`src/rtl/dss_pkg.sv`:
```
package dss_pkg;
  typedef enum logic [3:0] {
    ST_IDLE,
    ST_CRST,
    ST_ARST,
    ST_DRV,
    ST_GAP_DS,
    ST_SNS,
    ST_GAP_SD,
    ST_CAPT,
    ST_DONE
  } seq_state_e;
endpackage

```
`src/rtl/dss_pair_map.sv`:
```
module dss_pair_map #(
  parameter int NUM_ROWS = 16,
  localparam int NUM_INT = NUM_ROWS / 2,
  localparam int ROW_W   = $clog2(NUM_ROWS)
) (
  input  logic                     pair_sel_i,
  output logic [NUM_INT*ROW_W-1:0] pos_row_o,
  output logic [NUM_INT*ROW_W-1:0] neg_row_o
);
  for (genvar k = 0; k < NUM_INT; k++) begin : g_int
    localparam int P0 = 2 * k;
    localparam int N0 = 2 * k + 1;
    localparam int P1 = 2 * k + 1;
    localparam int N1 = (k == NUM_INT - 1) ? 0 : 2 * k + 2;
    assign pos_row_o[k*ROW_W +: ROW_W] = pair_sel_i ? ROW_W'(P1) : ROW_W'(P0);
    assign neg_row_o[k*ROW_W +: ROW_W] = pair_sel_i ? ROW_W'(N1) : ROW_W'(N0);
  end
endmodule

```
`src/rtl/dss_ctrl.sv`:
```
module dss_ctrl
  import dss_pkg::*;
#(
  parameter int NUM_COLS = 20,
  parameter int CRST_CYC = 2,
  parameter int CNT_W    = 4,
  localparam int COL_W   = $clog2(NUM_COLS),
  localparam int RC_W    = $clog2(CRST_CYC + 1)
) (
  input  logic             clk_i,
  input  logic             rst_ni,
  input  logic             start_i,
  input  logic [CNT_W-1:0] int_count_i,
  output logic             cell_rst_o,
  output logic             drive_en_o,
  output logic             sense_en_o,
  output logic             amp_rst_o,
  output logic             calib_o,
  output logic             pair_sel_o,
  output logic [COL_W-1:0] col_o,
  output logic             capt_o,
  output logic             busy_o,
  output logic             frame_done_o
);
  seq_state_e       state_q, state_d;
  logic [COL_W-1:0] col_q, col_d;
  logic             phase_q, phase_d;
  logic [CNT_W-1:0] step_q, step_d;
  logic [CNT_W-1:0] nint_q, nint_d;
  logic [RC_W-1:0]  rcnt_q, rcnt_d;

  always_comb begin
    state_d = state_q;
    col_d   = col_q;
    phase_d = phase_q;
    step_d  = step_q;
    nint_d  = nint_q;
    rcnt_d  = rcnt_q;
    unique case (state_q)
      ST_IDLE: if (start_i) begin
        state_d = ST_CRST;
        rcnt_d  = '0;
        col_d   = '0;
        phase_d = 1'b0;
        nint_d  = (int_count_i == '0) ? CNT_W'(1) : int_count_i;
      end
      ST_CRST: begin
        if (rcnt_q == RC_W'(CRST_CYC - 1)) state_d = ST_ARST;
        else rcnt_d = rcnt_q + 1'b1;
      end
      ST_ARST: begin
        state_d = ST_DRV;
        step_d  = '0;
      end
      ST_DRV:    state_d = ST_GAP_DS;
      ST_GAP_DS: state_d = ST_SNS;
      ST_SNS: begin
        if (step_q == nint_q - 1'b1) state_d = ST_CAPT;
        else begin
          state_d = ST_GAP_SD;
          step_d  = step_q + 1'b1;
        end
      end
      ST_GAP_SD: state_d = ST_DRV;
      ST_CAPT: begin
        if (!phase_q) begin
          phase_d = 1'b1;
          state_d = ST_ARST;
        end else if (col_q == COL_W'(NUM_COLS - 1)) begin
          state_d = ST_DONE;
        end else begin
          col_d   = col_q + 1'b1;
          phase_d = 1'b0;
          state_d = ST_ARST;
        end
      end
      ST_DONE: state_d = ST_IDLE;
      default: state_d = ST_IDLE;
    endcase
  end

  always_ff @(posedge clk_i or negedge rst_ni) begin
    if (!rst_ni) begin
      state_q <= ST_IDLE;
      col_q   <= '0;
      phase_q <= 1'b0;
      step_q  <= '0;
      nint_q  <= CNT_W'(1);
      rcnt_q  <= '0;
    end else begin
      state_q <= state_d;
      col_q   <= col_d;
      phase_q <= phase_d;
      step_q  <= step_d;
      nint_q  <= nint_d;
      rcnt_q  <= rcnt_d;
    end
  end

  assign cell_rst_o   = (state_q == ST_CRST);
  assign drive_en_o   = (state_q == ST_DRV);
  assign sense_en_o   = (state_q == ST_SNS);
  assign calib_o      = (state_q == ST_SNS);
  assign amp_rst_o    = (state_q == ST_ARST);
  assign capt_o       = (state_q == ST_CAPT);
  assign frame_done_o = (state_q == ST_DONE);
  assign busy_o       = (state_q != ST_IDLE);
  assign pair_sel_o   = phase_q;
  assign col_o        = col_q;


  drv_sns_excl_chk: assert property (@(posedge clk_i) disable iff (!rst_ni)
    !(drive_en_o && sense_en_o));

  drv_then_idle_chk: assert property (@(posedge clk_i) disable iff (!rst_ni)
    drive_en_o |=> !sense_en_o);

  sns_then_idle_chk: assert property (@(posedge clk_i) disable iff (!rst_ni)
    sense_en_o |=> !drive_en_o);

  capt_after_sns_chk: assert property (@(posedge clk_i) disable iff (!rst_ni)
    $rose(capt_o) |-> $past(sense_en_o));

  crst_from_idle_chk: assert property (@(posedge clk_i) disable iff (!rst_ni)
    $rose(cell_rst_o) |-> $past(!busy_o && start_i));

  done_after_last_chk: assert property (@(posedge clk_i) disable iff (!rst_ni)
    frame_done_o |-> $past(capt_o && pair_sel_o && col_o == COL_W'(NUM_COLS - 1)));

  arst_single_chk: assert property (@(posedge clk_i) disable iff (!rst_ni)
    amp_rst_o |=> drive_en_o);
endmodule

```
`src/rtl/diff_scan_seq.sv`:
```
module diff_scan_seq #(
  parameter int NUM_COLS = 20,
  parameter int NUM_ROWS = 16,
  parameter int CRST_CYC = 2,
  parameter int CNT_W    = 4,
  localparam int NUM_INT = NUM_ROWS / 2,
  localparam int COL_W   = $clog2(NUM_COLS),
  localparam int ROW_W   = $clog2(NUM_ROWS),
  localparam int CODE_W  = 2 * NUM_INT
) (
  input  logic                     clk_i,
  input  logic                     rst_ni,
  input  logic                     start_i,
  input  logic [CNT_W-1:0]         int_count_i,
  input  logic [CODE_W-1:0]        cmp_code_i,
  output logic                     cell_rst_o,
  output logic                     drive_en_o,
  output logic                     sense_en_o,
  output logic                     amp_rst_o,
  output logic                     calib_o,
  output logic                     pair_sel_o,
  output logic [COL_W-1:0]         col_o,
  output logic [NUM_INT*ROW_W-1:0] pos_row_o,
  output logic [NUM_INT*ROW_W-1:0] neg_row_o,
  output logic                     mem_we_o,
  output logic                     mem_bank_o,
  output logic [COL_W-1:0]         mem_col_o,
  output logic [CODE_W-1:0]        mem_data_o,
  output logic                     busy_o,
  output logic                     frame_done_o
);
  logic capt;

  dss_ctrl #(
    .NUM_COLS (NUM_COLS),
    .CRST_CYC (CRST_CYC),
    .CNT_W    (CNT_W)
  ) u_ctrl (
    .clk_i        (clk_i),
    .rst_ni       (rst_ni),
    .start_i      (start_i),
    .int_count_i  (int_count_i),
    .cell_rst_o   (cell_rst_o),
    .drive_en_o   (drive_en_o),
    .sense_en_o   (sense_en_o),
    .amp_rst_o    (amp_rst_o),
    .calib_o      (calib_o),
    .pair_sel_o   (pair_sel_o),
    .col_o        (col_o),
    .capt_o       (capt),
    .busy_o       (busy_o),
    .frame_done_o (frame_done_o)
  );

  dss_pair_map #(
    .NUM_ROWS (NUM_ROWS)
  ) u_map (
    .pair_sel_i (pair_sel_o),
    .pos_row_o  (pos_row_o),
    .neg_row_o  (neg_row_o)
  );

  assign mem_we_o   = capt;
  assign mem_bank_o = pair_sel_o;
  assign mem_col_o  = col_o;
  assign mem_data_o = capt ? cmp_code_i : '0;


  we_one_cycle_chk: assert property (@(posedge clk_i) disable iff (!rst_ni)
    mem_we_o |=> !mem_we_o);
endmodule

```
`config.mk`:
```
export PLATFORM = sky130hd
export DESIGN_NAME = diff_scan_seq
export DESIGN_NICKNAME = d
export VERILOG_FILES = /design/src/rtl/dss_pkg.sv /design/src/rtl/dss_pair_map.sv /design/src/rtl/dss_ctrl.sv /design/src/rtl/diff_scan_seq.sv
export SDC_FILE = /design/constraint.sdc
export NUM_CORES = 1
export LEC_CHECK = 0
export BUFFER_PORTS_ARGS = -buffer_cell sky130_fd_sc_hd__buf_4
export CORE_MARGIN = 5
export CORE_UTILIZATION = 35
export DETAILED_ROUTE_END_ITERATION = 10
export PLACE_DENSITY = 0.8
export SYNTH_ARGS = -nofsm -noshare
export SYNTH_HDL_FRONTEND = slang
export SYNTH_HIERARCHICAL = 1
export SYNTH_SLANG_ARGS = --single-unit
```
`constraint.sdc`:
```
create_clock -name clk_i -period 2.15 [get_ports clk_i]
set_clock_uncertainty 0.15 [all_clocks]
set_input_delay 0.43 -clock clk_i [delete_from_list [all_inputs] [get_ports clk_i]]
set_output_delay 0.43 -clock clk_i [all_outputs]
set_load 0.03 [all_outputs]
```
# Yosys cells after proc, flatten, opt, wreduce, memory -nomap -nowiden
# Cells that the tools add are included.
[totals]
regBits = 20
out_inout_bits = 100
[classes]
n_eq_ne = 17
mux = 37
add_sub_neg = 4
reduce_logical = 13
[ops]
columns = ["cell", "n"]
rows = [
  ["$mux W4", 8],
  ["$pmux W4 S7", 1],
  ["$eq A4 B3 Y1 const B", 4],
  ["$mux W16", 1],
  ["$mux W5", 3],
  ["$mux W1", 12],
  ["$mux W2", 6],
  ["$pmux W5 S2", 1],
  ["$eq A4 B2 Y1 const B", 2],
  ["$logic_not A4 Y1", 2],
  ["$ne A2 B2 Y1 const B", 4],
  ["$pmux W4 S2", 1],
  ["$reduce_and A2 Y1", 4],
  ["$mux W3", 2],
  ["$reduce_bool A2 Y1", 3],
  ["$add A5 B1 Y5 const B", 1],
  ["$eq A5 B5 Y1 const B", 1],
  ["$add A4 B1 Y4 const B", 1],
  ["$eq A4 B1 Y1 const B", 1],
  ["$eq A4 B4 Y1", 1],
  ["$eq A4 B4 Y1 const B", 1],
  ["$ne A2 B1 Y1 const B", 2],
  ["$pmux W2 S2", 1],
  ["$reduce_and A4 Y1", 1],
  ["7 further kinds", 7],
]

# Depth between registers and ports, before layout
# Gate-level depths: netlist (run 1).
[depth]
depth_word = 4
ltp_mapped = 6
ltp_nobuf = 6

# By module
# The synthesis (run 1) kept the hierarchy.
[modules_own_cells]
columns = ["mod", "n_inst", "cells_each", "seq_area_each_um2", "area_each_um2"]
rows = [
  ["dss_ctrl", 1, 127, 501.7, 1212.4],
  ["dss_pair_map", 1, 66, 0.0, 484.2],
  ["diff_scan_seq", 1, 23, 0.0, 171.4],
]

# Worst setup path before layout (run 1)
# No wires, ideal clock.
[synth_timing]
path_kind = "register to output"
startpoint = "reg u_ctrl.state_q[3]"
endpoint = "out frame_done_o"
path_stages_with_launch = 3
setup_slack_ps = -52
t_arrival_ps = 1622
n_path_buf = 1
required_ps = 1570
path_cell_list = "dfrtp_1 > clkbuf_1 > nor4b_1"
[synth_via]
elab_chain_cells = 1
[synth_rtl]
columns = ["element", "line", "source"]
rows = [
  ["start, declared", "dss_ctrl.sv:25", "seq_state_e state_q, state_d;"],
  ["start signal, assigned", "dss_ctrl.sv:91", "state_q <= state_d;"],
  ["$eq A4 B4 Y1", "dss_ctrl.sv:106", "assign frame_done_o = (state_q == ST_DONE);"],
  ["end, declared", "diff_scan_seq.sv:30", "output logic frame_done_o"],
]
# No other way between the ends.

# Worst setup path in the final report (run 1)
[layout_timing]
startpoint = "reg u_ctrl.state_q[3]"
endpoint = "out mem_data_o[8]"
[layout_via]
elab_chain_cells = 2
[layout_rtl]
columns = ["element", "line", "source"]
rows = [
  ["$eq A4 B3 Y1", "dss_ctrl.sv:105", "assign capt_o = (state_q == ST_CAPT);"],
  ["$mux W16", "diff_scan_seq.sv:66", "assign mem_data_o = capt ? cmp_code_i : '0;"],
  ["end, declared", "diff_scan_seq.sv:28", "output logic [CODE_W-1:0] mem_data_o,"],
]
# No other way between the ends.

==> qor.yml, run 1 <==
outcome:
  status: "finished clean"
timing:
  timing.final.ws_setup_ns: 0.09762
  setup_viol: 0
  min_period_ns: 2.052
  post-route-period-util_pct: 95.46
  setup_tns_ns: 0
  hold_viol_final: 0
  slew_violations: 0
  rsz0062_at_grt: "no"
  max_freq_mhz: 487.2
grt:
  grt_pass1_vias: 1373
  busiest_layer: "met2"
  antenna_found_initial: 0
  use_met1_pct: 12.95
  grt-ovfl-total: 0
  grt_max_degree: 24
  use_met2_pct: 19.97
  use_met3_pct: 2.673
  grt_pass1_wl_um: 6706
  grt_usage_pct: 11.10
synth:
  synth_top_area_share_pct: 28.13
  synth_edf_count: 0
  synth_seq_area_share_pct: 26.86
  ys.flop_type: "dfrtp_1"
  postSynth.asyncResetShare_pct: 100.0
  synth_cell_type_count: 42
  synth_area_per_cell_um2: 8.648
  netlist_area_mm2: 0.001868
  synth_cells: 216
  synth_commonest_cells: "70 x buf_4, 19 x dfrtp_1, 13 x nand2_1, 12 x and2_2, 11 x inv_1"
  synth.most_common_cell: "buf_4"
  synth_seq_cells: 20
  synth_warnings: 6
  synthTopCellsByArea: "buf_4 28%, dfrtp_1 25%, and2_2 4.8%"
  synth_largest_area_cell: "buf_4"
detailed_routing:
  drtAntennaViolNets: 0
  wirelength_um: 4174
  drt_iter0_drc: 85
  via_per_inst: 4.280
  wire_per_inst_um: 12.17
  firstDrtPassIters: 5
  drc: 0
  via_count: 1468
placement:
  placed_cell_area_mm2: 0.002206
  io_buffers: 88
  gp_congestion: 0.8213
  dp_hpwl_um: 3324
  place_ws_ns: 0.1643
setup_path:
  crit_start: "u_ctrl/state_q[3]"
  critPathLaunchType: "register"
  crit_type: "reg -> out"
  crit_slowest_cell: "dfrtp_2"
  critPathArrivalTime_ns: 1.47
  r2r_slack_ns: 0.13
  path_cells: "and4b_4, and2_2, buf_4"
  r2r_start: "u_ctrl/nint_q[0]"
  cpPeakStageDelay_ns: 0.46
  endpoint_kind: "output port"
  crit_fanout: 18
  cp.required_ns: 1.57
clock_network:
  htreeDepth: 1
  cts_tree: "yes"
  cts.clk_slew.worst_paths_ns: 0.08
  cts_buffers: 3
  clock-sinks: 20
  clock_path_buffers: 2
  insertion_delay_ns: 0.25
  cts-root-buf: "clkbuf_8"
layout:
  final_cell_area_mm2: 0.002330
  syn_to_final_growth_pct: 24.72
  n_antenna_cell: 0
  fin_util_pct: 45.33
  layout-drive-gt1-share_pct: 46.89
  layout.nets: 301
job:
  cap_violations: 0
floorplan:
  die-width_um: 83.06
  start_util_pct: 36.34
  core_mm2: 0.005140
  rows: 26
  pin_count: 123
  dieArea_mm2: 0.006898
  die_h_um: 83.06
hold_path:
  hold_path_class: "in -> reg"
  min_from: "int_count_i[2]"
pwr:
  p_per_area_mw_per_mm2: 371.7
  p_total_uw: 866.0
  peakVddDrop_uv: 237.4
  leakagePower_nw: 1.228
[final timing paths]
kind,depth (start not counted),endpoint
hold reg to reg,1,u_ctrl/rcnt_q[0]
hold / removal,3,u_ctrl/nint_q[2]
setup reg to reg,6,u_ctrl/step_q[1]
max in group asynchronous,2,u_ctrl/nint_q[0]
min in group asynchronous,2,u_ctrl/nint_q[2]
setup / recovery,3,mem_data_o[8]
[cells by family after synthesis]
family                     after synthesis  share of synthesized area, %
adders and majority gates                4                         2.679
other                                    2                        0.4020
DFF                                     20                         26.86
and+or+nand+nor                         68                         21.84
muxes                                    3                         1.674
AOI/OAI and AO/OA                       22                         8.641
buffers and inverters                   89                         33.42
xor gates and xnor gates                 8                         4.488
[power breakdown]
group	internal [mW]	leakage [nW]	switching, mW
clock	0.248	0.0357	0.123
combinational	0.0264	0.951	0.0920
sequential	0.376	0.241	0
total	0.650	1.23	0.215
[cell usage in the layout (no fill, tap or decap), types with 2 or more instances in the layout]
| master | instances |
|---|---|
| a21oi_1 | 3 |
| xor2_1 | 6 |
| ha_1 | 4 |
| and2_2 | 12 |
| nor3_1 | 5 |
| nand3_1 | 9 |
| clkbuf_8 | 3 |
| inv_1 | 11 |
| nand4bb_1 | 2 |
| nand2_1 | 13 |
| dfrtp_1 | 14 |
| a311oi_1 | 2 |
| buf_4 | 97 |
| mux2i_1 | 2 |
| o21ai_0 | 8 |
| nand2b_1 | 3 |
| conb_1 | 34 |
| nor2_1 | 6 |
| nand4_1 | 3 |
| and2_1 | 7 |
| o211ai_1 | 2 |
| dfrtp_2 | 5 |
[per-stage QoR]
stage	hold slack (ns)	std cells
final	0.2226	343
after global routing	0.2242	343
after CTS	0.2197	339
after detailed placement	0.1764	334
after global placement	0.1713	334
after floorplan	-0.01559	248
[flip-flops by register name, indices dropped and copies added, names as in the netlist]
| register | flops |
|---|---|
| u_ctrl/step_q | 4 |
| u_ctrl/state_q | 4 |
| u_ctrl/rcnt_q | 2 |
| u_ctrl/col_o | 5 |
| u_ctrl/pair_sel_o | 1 |
| u_ctrl/nint_q | 4 |
[per-layer routing]
layer  routed length, µm  part of all wire (%)
met5                   0                     0
met4                  19                  0.46
met3                 344                   8.2
met2                2142                    51
met1                1667                    40
[final cells by class]
class                   instances  area, µm²
fillers                       505       2810
multi-input cells             139      878.3
repair buffers                 99      743.2
flip-flops and latches         20      508.0
well taps                      70      87.58
clock buffers                   3      41.29
inverters                      11      41.29
clock inverters                 1      30.03
[worst max-delay path, delay by kind of cell (launching register included)]
family,cells,cell delay [ns]
simple gates,2,0.61
buf+inv,1,0.15
flops,1,0.46
[repair_timing]
action / in CTS / in global routing
pin swaps: 1 / 1
hold endpoints to repair: 19 / 0
hold buffers: 1 / 0
setup buffers: 0 / 4
gates resized for setup: 5 / 2
setup endpoints to repair: 17 / 3
(Power assumes the default switching activity.)
==> run 2: changes to the inputs <==
- CELL_PAD_IN_SITES_DETAIL_PLACEMENT: default -> 1
- CELL_PAD_IN_SITES_GLOBAL_PLACEMENT: default -> 2
- CORE_UTILIZATION: 35 -> 22
- PLACE_DENSITY: 0.8 -> 0.91
==> run 2 against run 1 <==
Register-to-register slack better by 0.04 ns. Global-route usage down 2.4 points. Sequential share of layout area down 0.29 points. Non-clock buffer count unchanged. Worst setup slack worse by 0.040 ns. Maximum frequency down 1.9%. Power down 12%. Sequential power about the same. Hold slack better by 0.0064 ns. Design area up 1.3%. Clock-buffer cell count up 1. Critical path depth unchanged. Largest cell class unchanged. Highest routed layer unchanged.
==> qor.yml, run 2 (synthesis gave the netlist of run 1 again) <==
detailed_routing:
  wirelength_um: 5071
  drtAntennaViolNets: 0
  wire_per_inst_um: 13.38
  via_per_inst: 4.166
  firstDrtPassIters: 4
  drc: 0
  via_count: 1579
  drt_iter0_drc: 26
clock_network:
  htreeDepth: 1
  cts_tree: "yes"
  cts-root-buf: "clkbuf_8"
  cts_buffers: 3
  clock-sinks: 20
  cts.clk_slew.worst_paths_ns: 0.08
  insertion_delay_ns: 0.26
  clock_path_buffers: 2
setup_path:
  path_buf_inv: 2
  critPathArrivalTime_ns: 1.51
  cp_top_family: "simple AND/OR/NAND/NOR gates"
  crit_fanout: 10
  cpPeakStageDelay_ns: 0.54
  critPathLaunchType: "register"
  crit_slowest_cell: "or4b_4"
  path_cells: "or4b_4, inv_1, buf_4"
  crit_type: "reg -> out"
  endpoint_kind: "output port"
  cp.required_ns: 1.57
layout:
  multi_input_area_um2: 889.6
  largest_register_ffs: 5
  regArea_um2: 508.0
  final_cell_mix: "98 x buf_4, 34 x conb_1, 14 x dfrtp_1"
  layout-drive-gt1-share_pct: 46.72
  n_antenna_cell: 0
  fin_util_pct: 28.59
  nFillCells: 996
  final_common_cell: "buf_4"
  syn_to_final_growth_pct: 26.39
  layout.nets: 302
hold_path:
  hold_path_class: "in -> reg"
placement:
  place_ws_ns: 0.05516
  gp_congestion: 0.7657
  dp_hpwl_um: 3937
  io_buffers: 88
floorplan:
  rows: 33
  dieArea_mm2: 0.01043
  pin_count: 123
  die-width_um: 102.1
  start_util_pct: 22.62
  die_h_um: 102.1
  core_mm2: 0.008258
timing:
  slew_violations: 0
  post-route-period-util_pct: 97.32
  min_period_ns: 2.092
  timing.final.ws_setup_ns: 0.05762
  setup_viol: 0
  rsz0062_at_grt: "no"
  setup_tns_ns: 0
  hold_viol_final: 0
  max_freq_mhz: 477.9
job:
  cap_violations: 0
outcome:
  status: "finished clean"
grt:
  grt_max_degree: 24
  grt_usage_pct: 8.718
  grt_pass1_vias: 1489
  antenna_found_initial: 0
  grt-ovfl-total: 0
  grt_pass1_wl_um: 7341
pwr:
  p_per_area_mw_per_mm2: 322.0
  p_total_uw: 760.3
  peakVddDrop_uv: 163.7
  leakagePower_nw: 1.222
## run 2: changes by cell type in the layout (fill, tap and decap cells not counted), sizes merged
cell / delta
buf: +1
bufinv: -1
and4b: +1
## run 2: where the power goes
group	leakage (nW)	switching [mW]	internal, mW
combinational	0.958	0.0935	0.0264
sequential	0.241	0	0.376
clock	0.0228	0.132	0.132
total	1.22	0.226	0.534
## run 2: area by class of cell
class,count,area share [%]
multi-input combinational,140,37.68
timing repair buffer,99,31.58
sequential,20,21.52
tap,105,5.564
clock buffer,4,1.908
inverter,11,1.749
## run 2: path summary, 6_finish.rpt
kind	depth (start not counted)	slack, ns	start	to
setup / recovery	3	0.06	u_ctrl/state_q[0]	amp_rst_o
hold / removal	3	0.23	int_count_i[2]	u_ctrl/nint_q[2]
setup reg to reg	6	0.17	u_ctrl/nint_q[0]	u_ctrl/step_q[1]
hold reg to reg	2	0.35	u_ctrl/rcnt_q[1]	u_ctrl/rcnt_q[1]
max in group asynchronous	2	1.13	rst_ni	u_ctrl/nint_q[0]
min in group asynchronous	2	0.44	rst_ni	u_ctrl/step_q[3]
## run 2: layer usage
metal | track usage (%) | routed length [µm]
met1 | 10.20 | 1912
met4 | 2.119 | 49
met5 | 0 | 0
met3 | 3.003 | 814
met2 | 15.29 | 2294
## run 2: per-stage QoR
stage          cell area, µm²  hold WS [ns]  instances
2_1_floorplan            1998      -0.01559        248
3_3_place_gp             2242        0.1819        368
3_5_place_dp             2242        0.1909        368
4_1_cts                  2344        0.2227        378
5_1_grt                  2361        0.2453        379
6_report                 2361        0.2289        379
## run 2: worst register-to-register path, stage by stage, from the launching register on
cell and delay (ns):
dfstp_2 0.56, inv_1 0.07, ha_1 0.30, xor2_1 0.20
and3_4 0.24, a21o_1 0.21, mux2i_1 0.21
## run 2: what timing repair did
item / 4_1_cts / 5_1_grt
setup endpoints to repair: 18 / 17
hold buffers: 1 / 0
hold endpoints to repair: 19 / 0
setup buffers: 5 / 0
resized for setup: 6 / 1
cloned: 0 / 1
pin swaps: 1 / 0
